[src/rtl/lsuSplitPkg.sv]
`timescale 1ns/1ps
package lsuSplitPkg;

  typedef enum logic [1:0] {
    ST_IDLE     = 2'd0,
    ST_ISSUE_LO = 2'd1,
    ST_ISSUE_HI = 2'd2,
    ST_DRAIN    = 2'd3
  } splitStateE;

  // Strobes from control to datapath
  typedef struct packed {
    logic captureReq;  // latch the incoming access
    logic selHigh;     // address the second (upper) word
    logic captureLow;  // keep the first response of a split access
    logic finish;      // final response present: register the result
  } ctrlStrobeT;

endpackage

[src/rtl/lsuSplitCtrl.sv]
`timescale 1ns/1ps
module lsuSplitCtrl
  import lsuSplitPkg::*;
(
  input  logic       clk,
  input  logic       rstN,
  input  logic       reqValid,
  input  logic       busGnt,
  input  logic       busRvalid,
  input  logic       isSplit,
  output logic       reqReady,
  output logic       busReq,
  output ctrlStrobeT strb,
  output logic       doneValid
);

  splitStateE stateQ, stateD;
  logic       gotFirstQ;

  always_comb begin
    reqReady        = (stateQ == ST_IDLE);
    busReq          = (stateQ == ST_ISSUE_LO) || (stateQ == ST_ISSUE_HI);
    strb.captureReq = (stateQ == ST_IDLE) && reqValid;
    strb.selHigh    = (stateQ == ST_ISSUE_HI);
    strb.captureLow = busRvalid && isSplit && !gotFirstQ;
    strb.finish     = busRvalid && (!isSplit || gotFirstQ);
  end

  always_comb begin
    stateD = stateQ;
    unique case (stateQ)
      ST_IDLE:     if (reqValid) stateD = ST_ISSUE_LO;
      ST_ISSUE_LO: if (busGnt) stateD = isSplit ? ST_ISSUE_HI : ST_DRAIN;
      ST_ISSUE_HI: if (busGnt) stateD = ST_DRAIN;
      ST_DRAIN:    if (strb.finish) stateD = ST_IDLE;
      default:     stateD = ST_IDLE;
    endcase
  end

  always_ff @(posedge clk or negedge rstN) begin
    if (!rstN) begin
      stateQ    <= ST_IDLE;
      gotFirstQ <= 1'b0;
      doneValid <= 1'b0;
    end else begin
      stateQ    <= stateD;
      doneValid <= strb.finish;
      if (strb.captureReq)      gotFirstQ <= 1'b0;
      else if (strb.captureLow) gotFirstQ <= 1'b1;
    end
  end

endmodule

[src/rtl/lsuSplitData.sv]
`timescale 1ns/1ps
module lsuSplitData
  import lsuSplitPkg::*;
#(
  parameter int ADDR_W = 32,
  parameter int DATA_W = 32
) (
  input  logic              clk,
  input  logic              rstN,
  input  ctrlStrobeT        strb,
  input  logic [ADDR_W-1:0] reqAddr,
  input  logic [1:0]        reqSize,
  input  logic              reqWrite,
  input  logic              reqSigned,
  input  logic [DATA_W-1:0] reqWdata,
  input  logic [DATA_W-1:0] busRdata,
  output logic              isSplit,
  output logic [ADDR_W-1:0] busAddr,
  output logic              busWe,
  output logic [DATA_W/8-1:0] busBe,
  output logic [DATA_W-1:0] busWdata,
  output logic [DATA_W-1:0] doneData
);

  localparam int LANES = DATA_W / 8;
  localparam int OFF_W = $clog2(LANES);

  logic [ADDR_W-1:0] addrQ;
  logic [1:0]        sizeQ;
  logic              writeQ, signedQ;
  logic [DATA_W-1:0] wdataQ, lowQ;

  logic [OFF_W-1:0]   offset;
  logic [2*LANES-1:0] baseMask, spanMask;
  logic [ADDR_W-1:0]  wordBase;
  logic [2*DATA_W-1:0] dblWdata, joined;
  logic [DATA_W-1:0]  lowSel, raw, extended;

  assign offset   = addrQ[OFF_W-1:0];
  assign wordBase = {addrQ[ADDR_W-1:OFF_W], {OFF_W{1'b0}}};

  // Lanes touched by the access, over a two-word window
  always_comb begin
    baseMask = '0;
    unique case (sizeQ)
      2'd0:    baseMask[0]       = 1'b1;
      2'd1:    baseMask[1:0]     = 2'b11;
      default: baseMask[LANES-1:0] = '1;
    endcase
    spanMask = baseMask << offset;
  end

  assign isSplit = |spanMask[2*LANES-1:LANES];

  // Transaction side
  assign dblWdata = {wdataQ, wdataQ} << {offset, 3'b000};
  assign busWe    = writeQ;
  assign busWdata = dblWdata[2*DATA_W-1:DATA_W];
  assign busAddr  = strb.selHigh ? wordBase + ADDR_W'(LANES) : wordBase;
  assign busBe    = strb.selHigh ? spanMask[2*LANES-1:LANES] : spanMask[LANES-1:0];

  // Response assembly in address order
  assign lowSel = isSplit ? lowQ : busRdata;
  assign joined = {busRdata, lowSel} >> {offset, 3'b000};
  assign raw    = joined[DATA_W-1:0];

  always_comb begin
    unique case (sizeQ)
      2'd0:    extended = {{(DATA_W-8){signedQ & raw[7]}}, raw[7:0]};
      2'd1:    extended = {{(DATA_W-16){signedQ & raw[15]}}, raw[15:0]};
      default: extended = raw;
    endcase
  end

  always_ff @(posedge clk or negedge rstN) begin
    if (!rstN) begin
      addrQ    <= '0;
      sizeQ    <= '0;
      writeQ   <= 1'b0;
      signedQ  <= 1'b0;
      wdataQ   <= '0;
      lowQ     <= '0;
      doneData <= '0;
    end else begin
      if (strb.captureReq) begin
        addrQ   <= reqAddr;
        sizeQ   <= reqSize;
        writeQ  <= reqWrite;
        signedQ <= reqSigned;
        wdataQ  <= reqWdata;
      end
      if (strb.captureLow) lowQ <= busRdata;
      if (strb.finish)     doneData <= writeQ ? '0 : extended;
    end
  end

endmodule

[src/rtl/lsuSplitter.sv]
`timescale 1ns/1ps
module lsuSplitter
  import lsuSplitPkg::*;
#(
  parameter int ADDR_W = 32,
  parameter int DATA_W = 32
) (
  input  logic              clk,
  input  logic              rstN,
  input  logic              reqValid,
  output logic              reqReady,
  input  logic [ADDR_W-1:0] reqAddr,
  input  logic [1:0]        reqSize,
  input  logic              reqWrite,
  input  logic              reqSigned,
  input  logic [DATA_W-1:0] reqWdata,
  output logic              busReq,
  input  logic              busGnt,
  output logic [ADDR_W-1:0] busAddr,
  output logic              busWe,
  output logic [DATA_W/8-1:0] busBe,
  output logic [DATA_W-1:0] busWdata,
  input  logic              busRvalid,
  input  logic [DATA_W-1:0] busRdata,
  output logic              doneValid,
  output logic [DATA_W-1:0] doneData
);

  ctrlStrobeT strb;
  logic       isSplit;

  lsuSplitCtrl u_ctrl (
    .clk       (clk),
    .rstN      (rstN),
    .reqValid  (reqValid),
    .busGnt    (busGnt),
    .busRvalid (busRvalid),
    .isSplit   (isSplit),
    .reqReady  (reqReady),
    .busReq    (busReq),
    .strb      (strb),
    .doneValid (doneValid)
  );

  lsuSplitData #(.ADDR_W(ADDR_W), .DATA_W(DATA_W)) u_data (
    .clk       (clk),
    .rstN      (rstN),
    .strb      (strb),
    .reqAddr   (reqAddr),
    .reqSize   (reqSize),
    .reqWrite  (reqWrite),
    .reqSigned (reqSigned),
    .reqWdata  (reqWdata),
    .busRdata  (busRdata),
    .isSplit   (isSplit),
    .busAddr   (busAddr),
    .busWe     (busWe),
    .busBe     (busBe),
    .busWdata  (busWdata),
    .doneData  (doneData)
  );

endmodule

[config.mk]
export PLATFORM = sky130hd
export DESIGN_NAME = lsuSplitter
export DESIGN_NICKNAME = d
export VERILOG_FILES = /design/src/rtl/lsuSplitPkg.sv /design/src/rtl/lsuSplitCtrl.sv /design/src/rtl/lsuSplitData.sv /design/src/rtl/lsuSplitter.sv
export SDC_FILE = /design/constraint.sdc
export NUM_CORES = 1
export LEC_CHECK = 0
export ABC_AREA = 1
export ABC_CLOCK_PERIOD_IN_PS = 5000
export BUFFER_PORTS_ARGS = -buffer_cell sky130_fd_sc_hd__clkbuf_2
export CORE_MARGIN = 1
export CORE_UTILIZATION = 30
export CTS_CLUSTER_DIAMETER = 80
export CTS_CLUSTER_SIZE = 28
export DETAILED_ROUTE_END_ITERATION = 8
export HOLD_SLACK_MARGIN = 0.08
export PLACE_DENSITY = 0.6
export SLEW_MARGIN = 20
export SYNTH_ARGS = -nofsm -noshare
export SYNTH_HDL_FRONTEND = slang
export SYNTH_SLANG_ARGS = --single-unit
[constraint.sdc]
create_clock -name clk -period 5 [get_ports clk]
set_input_delay 1.25 -clock clk [delete_from_list [all_inputs] [get_ports clk]]
set_output_delay 1.25 -clock clk [all_outputs]
set_load 0.005 [all_outputs]
==> results.md, run 1 <==
- The run finished with clean final reports.
- The initial antenna violation count is 1.
- The final-layout setup total negative slack is 0 ps.
- For this run, global-route usage on met1 was measured as 25.7%.
- The placed instance count is 1657.
- Summing the sequential cell areas from Yosys gives 41.3% of the chip area.
- The total count of hold-check failures in the final report is 0.
- Of all nets on the critical path, the largest fanout is 10.
- The count of input and output buffers is 206.
- The maximum number of pins on one net before global-route repair is 81.
- The via count of the first global-routing pass is 7834.
- The total of hold buffers inserted after clock tree synthesis is 0.
- The antenna diode instance count is 0.
- In this run the core area contains 60 standard-cell rows.
- The area share of the largest cell type after synthesis is 41.3%.
- In the routed design, unresolved DRC markers number 0.
- The area growth from synthesis to layout is 22.0%.
- The number of fillers in the final layout is 2895.
- The clock tree synthesis step divided the H-tree into 4 levels.
- Measured against its own limit, the worst slew margin works out to 35.8%.
- The total wirelength of the detailed-routed design is 26800 um.
- Setup violations remaining at the end of the flow were counted as 0.
- The layer flagged by global routing as most heavily used is met2.
- The total setup buffers inserted after CTS is 0.
- The capturing element type of the critical path is a primary output.
- Setup repair after global routing left no endpoint under its margin.
- The detailed placer's ending HPWL is 19000 um.
- The power per unit of standard cell area is 692 nW/um^2.
- The critical path data required time is 3750 ps.
- The number of DRC markers after the initial detailed-route iteration is 603.
- The number of synthesized register bits is 136.
- The longest clock path from root to sink contains 2 buffers.
- The die boundary height is 168 um.
- After clock tree synthesis, the clock-pin slew on the worst setup and hold paths is 70 ps.
- In this run the static leakage power is 5.41 nW.
- Clock latency on the worst-skew pair, taken at its later pin, is 440 ps.
- Prior to clock tree synthesis, the placed netlist has a worst setup slack of 1350 ps.
- VDD sags by at most 335 uV.
- The die covers 28100 um^2.
- Global routing used 31.8% of the available met2 tracks.
- The final worst-path setup slack is 878 ps.
- The met3 track utilization from global routing is 5.48%.
- Across every metal layer, demand over resource in global routing totals 19.7%.
- The first-pass GRT wire length is 43300 um.
- For this configuration, the core starts out at a cell density of 30.5%.
- Each instance of the synthesized netlist takes up on average 7.06 um^2.
- The transition time of the tightest slew-check pin is 961 ps.
- The critical path startpoint category is a flop.
- The cell taking the most area after synthesis is dfrtp_1.
- 209 I/O pins were placed.
- At the worst endpoint, the arrival time is 2870 ps.
- The wire length per cell after detailed routing is 15.8 um.
- At the end of routability-driven placement, the weighted congestion stood at 0.904.
- The final-report max-slew violation count is 0.
- The distinct cell type count after synthesis is 41.
- Across the run, the number of max-cap violations was 0.
- Yosys attributes the largest share of cell area to dfrtp_1, nand2_1, o21ai_0.
- The first detailed-routing pass ran for 5 iterations.
- The final critical path takes up 82.4% of the cycle.
- The number of vias per cell is 4.86.
- The final instance count without filler cells is 1689.
- The critical path class is reg -> out.
- The cell count after synthesis is 1166.
- The Yosys warning count is 0.
- The clock drives 136 sinks.
- The core area is 27000 um^2.
- Gates resized during post-CTS repair numbered 0.
- The number of CTS-inserted buffers is 17.
- The via total after detailed routing is 8209.
- TritonCTS built the clock tree.
- The post-route netlist has 22.1% of its cells at a drive strength greater than 1.
- The setup skew after layout is 12.9 ps.
- The worst min-delay path category is reg -> reg.
- Based on the critical path, the design can be clocked at up to 243 MHz.
- The final critical path time including I/O delays and setup is 4120 ps.
- The clock root buffer is clkbuf_16.
- In the final design database the tool counted 1445 nets.
- The cell area that synthesis handed to floorplanning was 8230 um^2.
- Once detail routing completed, the nets flagged for antenna violations numbered 0.
- Measured along the x axis, the die boundary spans 168 um.
- The leftover overflow at the end of global routing is 0.
[flip-flops by register name (all words and copies together) (netlist names)]
register / cells
u_data.lowQ: 32
u_data.wdataQ: 32
u_ctrl.gotFirstQ: 1
u_data.busWe: 1
u_ctrl.stateQ: 2
u_data.addrQ: 32
u_data.doneData: 32
u_data.signedQ: 1
u_data.sizeQ: 2
u_ctrl.doneValid: 1
[layout make-up]
| class | instances | area (um^2) | share of cell area [%] |
|---|---|---|---|
| Tap cell | 341 | 427 | 4.25 |
| Sequential cell | 136 | 3400 | 33.9 |
| Clock buffer | 17 | 425 | 4.24 |
| Inverter | 120 | 453 | 4.51 |
| Multi-Input combinational cell | 844 | 4040 | 40.2 |
| Clock inverter | 15 | 180 | 1.79 |
| Timing Repair Buffer | 216 | 1110 | 11.1 |
[cells by family (layout without fill, tap and decap cells)]
| group | count (synthesis) | count (layout) | synth area share, % |
|---|---|---|---|
| and+or+nand+nor | 615 | 615 | 32.0 |
| AOI/OAI and AO/OA | 191 | 191 | 12.8 |
| buffers and inverters | 187 | 368 | 9.68 |
| DFF | 136 | 136 | 41.3 |
| xor gates and xnor gates | 29 | 29 | 3.09 |
| adders and majority gates | 5 | 5 | 0.760 |
| muxes | 2 | 2 | 0.274 |
| other | 1 | 2 | 0.0455 |
[per-stage QoR]
stage | util [%] | hold WS, ps | instance area, um^2 | total power, mW
floorplan | - | 444 | 8240 | 4.40
global placement | 35.0 | 461 | 9440 | 5.61
detailed placement | 35.0 | 465 | 9440 | 5.66
CTS | 37.3 | 484 | 10000 | 7.00
global route | 37.3 | 494 | 10000 | 7.60
finish | 37.3 | 480 | 10000 | 6.95
[cells in the mapped netlist (all sizes together)]
cell type and count:
a211oi 1, a21oi 29, a221oi 16, buf 25, clkbuf 42, clkinv 1, conb 1, dfrtp 136
ha 5, inv 119, mux2 2, nand2 476, nand3 92, nand3b 2, nand4 6, nor2 25
nor3 8, nor3b 1, nor4 1, o211ai 8, o21ai 133, o22ai 4, or2 4, xnor2 9
xor2 20
[layer usage]
metal,up-vias,routed length (um)
met5,-,11
met4,2,355
met3,26,2190
met2,311,12400
met1,3818,11800
li1,4052,-
[layout by cell type, fill, tap and decap left out, drive strengths merged]
cell type and count:
nor2 25, clkinvlp 2, nand3 92, ha 5, clkinv 6, a211oi 1, nor3b 1, o21ai 133
nand4 6, buf 11, conb 2, inv 126, xnor2 9, a221oi 16, o211ai 8, nor3 8
nand3b 2, a21oi 29, bufinv 1, dfrtp 136, or2 4, nand2 476, nor4 1, o22ai 4
mux2 2, xor2 20, clkbuf 222
[path summary, 6_finish.rpt]
check,from,end,cells after the start,slack [ps]
max,u_ctrl.stateQ[0],busAddr[27],11,880
min,u_data.doneData[12],u_data.doneData[12],2,480
max reg2reg,u_data.addrQ[1],u_data.doneData[28],10,1850
min reg2reg,u_data.doneData[12],u_data.doneData[12],2,480
max in group asynchronous,rstN,u_data.doneData[15],2,3150
min in group asynchronous,rstN,u_data.lowQ[13],1,860
[report_power, final]
part           switching (mW)  total (mW)  internal, mW
Clock                   0.589        1.30         0.715
Combinational            2.35        3.64          1.29
Sequential              0.406        2.00          1.60
[critical path, cell delays in order, from the launching register on]
cell      delay [ps]
dfrtp_1          400
inv_1            140
ha_1             440
inv_2            160
nor2_1           200
nand2_1          130
nor3_2           220
nand2_1          140
nor2_1           210
nand2_1          100
xnor2_1          160
clkbuf_2         130
Note: power is estimated with default switching activity, not from simulation.
==> run 2: changes to the inputs <==
Settings changed: ABC_CLOCK_PERIOD_IN_PS 5000 to 3400, PLACE_DENSITY 0.6 to 0.62.
Clock period 5 ns to 3.4 ns, I/O delays scaled along.
==> run 2 against run 1 <==
Effect of this change: hold slack worse by 110 ps; design area up 0.46%; clock-buffer cell count unchanged; sequential cell count unchanged; clock power grew 45%; register-to-register slack got worse by 1400 ps; utilization up 0.17 points; global-route usage shrank 0.20 points; critical endpoint unchanged; highest routed layer unchanged.
==> results.md, run 2 (synthesis gave the netlist of run 1 again) <==
- The flow ran to the end, and the final reports show no timing, DRC or antenna violations.
- The via count of the first global-routing pass is 8021.
- The number of setup violations in the final report is 0.
- Entering global routing, the biggest net connects 71 pins.
- After detailed routing, the total wire length is 26600 um.
- In the final layout, the share of cells above drive strength 1 is 22.6%.
- The area growth from synthesis to layout is 22.6%.
- The largest single stage delay on the critical path is 400 ps.
- The die boundary height is 168 um.
- In this design, the critical path's most frequently occurring cell is nand2_1.
- The worst setup path is of the reg -> out kind.
- For this run, the top clock speed supported by timing is 306 MHz.
- The final-layout setup total negative slack is 0 ps.
- The number of vias per cell is 4.81.
- The worst min-delay path category is in -> async.
- The final-report max-slew violation count is 0.
- The cell area reported after detailed placement is 9490 um^2.
- The setup skew after layout is 11.3 ps.
- The number of CTS-inserted buffers is 17.
- After detailed routing, the number of remaining DRC violations is 0.
- The cell type of the slowest stage on the worst timing path is dfrtp_1.
- Setup repair after global routing could not meet its margin everywhere.
- The worst ir drop on vdd is 529 uV.
- The longest clock path from root to sink contains 2 buffers.
- The worst path in the final design needs a cycle of 3260 ps, including I/O delays and setup.
- The final instance count without filler cells is 1692.
- Dividing the final minimum period by the clock period gives 96.0%.
- The H-tree was split into 4 levels.
- The detailed router placed 8140 vias in this run.
- The post-layout total power is 10.2 mW.
- STA classifies the critical path startpoint as a flop.
- Routability-driven placement finished with a final weighted congestion of 0.897.
- The relative max-transition margin is 48.2%.
- CTS placed an instance of clkbuf_16 at the clock tree root.
- The final standard cell area without fillers is 10100 um^2.
- The transition time of the tightest slew-check pin is 773 ps.
- The area of the die is 28100 um^2.
- The initial antenna violation count came to 1.
- The total count of hold-check failures in the final report came to 0.
- At the worst endpoint, the required time is 2550 ps.
- The number of nets in the layout is 1448.
- The worst-skew pair later-pin latency is 430 ps.
- In the layout the commonest cells are nand2_1, clkbuf_2, dfrtp_1.
- The number of sinks handled by clock tree synthesis is 136.
- The most common library cell in the layout ignoring fill and taps is nand2_1.
- For this configuration, the core starts out at a cell density of 30.5%.
- The I/O pin count is 209.
- In this run, the number of DRC markers left after iteration 0 of detailed routing was 536.
- Detailed placement ended at an HPWL of 19400 um.
- The count of nets left with antenna violations once routing finished came out at 0.
- The count of input and output buffers is 206.
- The critical path goes through inv_1 > ha_1 > inv_2 > nor2_2 > nand2_1 > nor3_4 > nand2_1 > nor2_2 > nand2_1 > xnor2_1 > clkbuf_2.
- After detailed placement, the design holds a cell count of 1660.
- The core area is 27000 um^2.
- The floorplan has 60 rows.
- The family of cells with the greatest summed delay on the critical path is simple AND/OR/NAND/NOR gates.
- The clock edge transition at the registers on the reported setup and hold paths is 70 ps.
- The leakage power of the design is 5.44 nW.
- Across the run, the number of max-cap violations was 0.
- The number of antenna diodes in the final layout is 0.
- For this design, the CTS-stage hold fixing added 0 buffers.
- The tightest hold path in the finished design has a slack of 369 ps.
- Of all nets on the critical path, the largest fanout is 7.
- After detailed routing, the average wire length per cell comes to 15.7 um.
- TritonCTS built the clock tree.
- Counting both buffers and inverters, the worst setup path holds a total of 3.
- The power per unit of standard cell area is 1010 nW/um^2.
- The number of fillers in the final layout is 2879.
- The global-route total usage across every layer is 19.5%.
- The capturing element type of the critical path is a primary output.
- STA puts the critical path data arrival time at 2410 ps.
- The first global-routing pass estimated 43100 um of wire.
- The horizontal die dimension is 168 um.
- The first detailed-routing pass ran for 7 iterations.
- For this run the aggregate overflow at the end of global routing stands at 0.
[run 2: changes by cell type in the layout (fill, tap and decap cells not counted), moves of 2 or more]
cell / previous run / this run
nor2_2: 0 / 2
buf_12: 0 / 2
nor2_1: 24 / 22
clkinv_8: 3 / 0
[run 2: repair_timing]
action,CTS,global route
setup buffers,0,0
endpoints found under the setup margin,0,4
resized for setup,0,5
[run 2: power breakdown]
| part | internal [mW] | switching (mW) | total (mW) |
|---|---|---|---|
| clock | 1.04 | 0.840 | 1.88 |
| sequential | 2.35 | 0.533 | 2.88 |
| combinational | 1.92 | 3.49 | 5.42 |
[run 2: worst paths after layout]
path	from	endpoint	slack, ps	cells past startpoint
setup / recovery	u_ctrl.stateQ[0]	busAddr[27]	140	11
hold / removal	rstN	u_data.lowQ[5]	370	1
setup reg to reg	u_data.addrQ[0]	u_data.lowQ[0]	490	9
hold reg to reg	u_data.lowQ[11]	u_data.lowQ[11]	480	2
max in group asynchronous	rstN	u_data.doneData[17]	2290	2
min in group clk	u_data.lowQ[11]	u_data.lowQ[11]	480	2
[run 2: stage by stage]
stage               util, %  setup slack [ps]
floorplan                 -               772
global placement       35.2               587
detailed placement     35.2               498
CTS                    37.4              17.3
global route           37.4             -63.0
finish                 37.4               135
[run 2: final cells by class]
| type | count | area [um^2] | area share [%] |
|---|---|---|---|
| inverter | 120 | 453 | 4.49 |
| sequential | 136 | 3400 | 33.7 |
| multi-input combinational | 844 | 4060 | 40.3 |
| clock inverter | 15 | 158 | 1.56 |
| timing repair buffer | 219 | 1160 | 11.5 |
| tap | 341 | 427 | 4.23 |
| clock buffer | 17 | 425 | 4.22 |
[run 2: worst reg2reg max path: cells and delay by family, from the launching register on]
family,cells,cell delay [ps]
compound gates,1,80
buf+inv,3,1300
flops,1,360
simple gates,5,1040
[run 2: per-layer routing]
metal / global-route usage, % / routed length (um) / up-vias
met3: 6.22 / 2240 / 28
met1: 24.3 / 11400 / 3749
met5: 0 / 10 / -
met4: 4.87 / 314 / 2
met2: 32.5 / 12600 / 306
li1: - / - / 4055
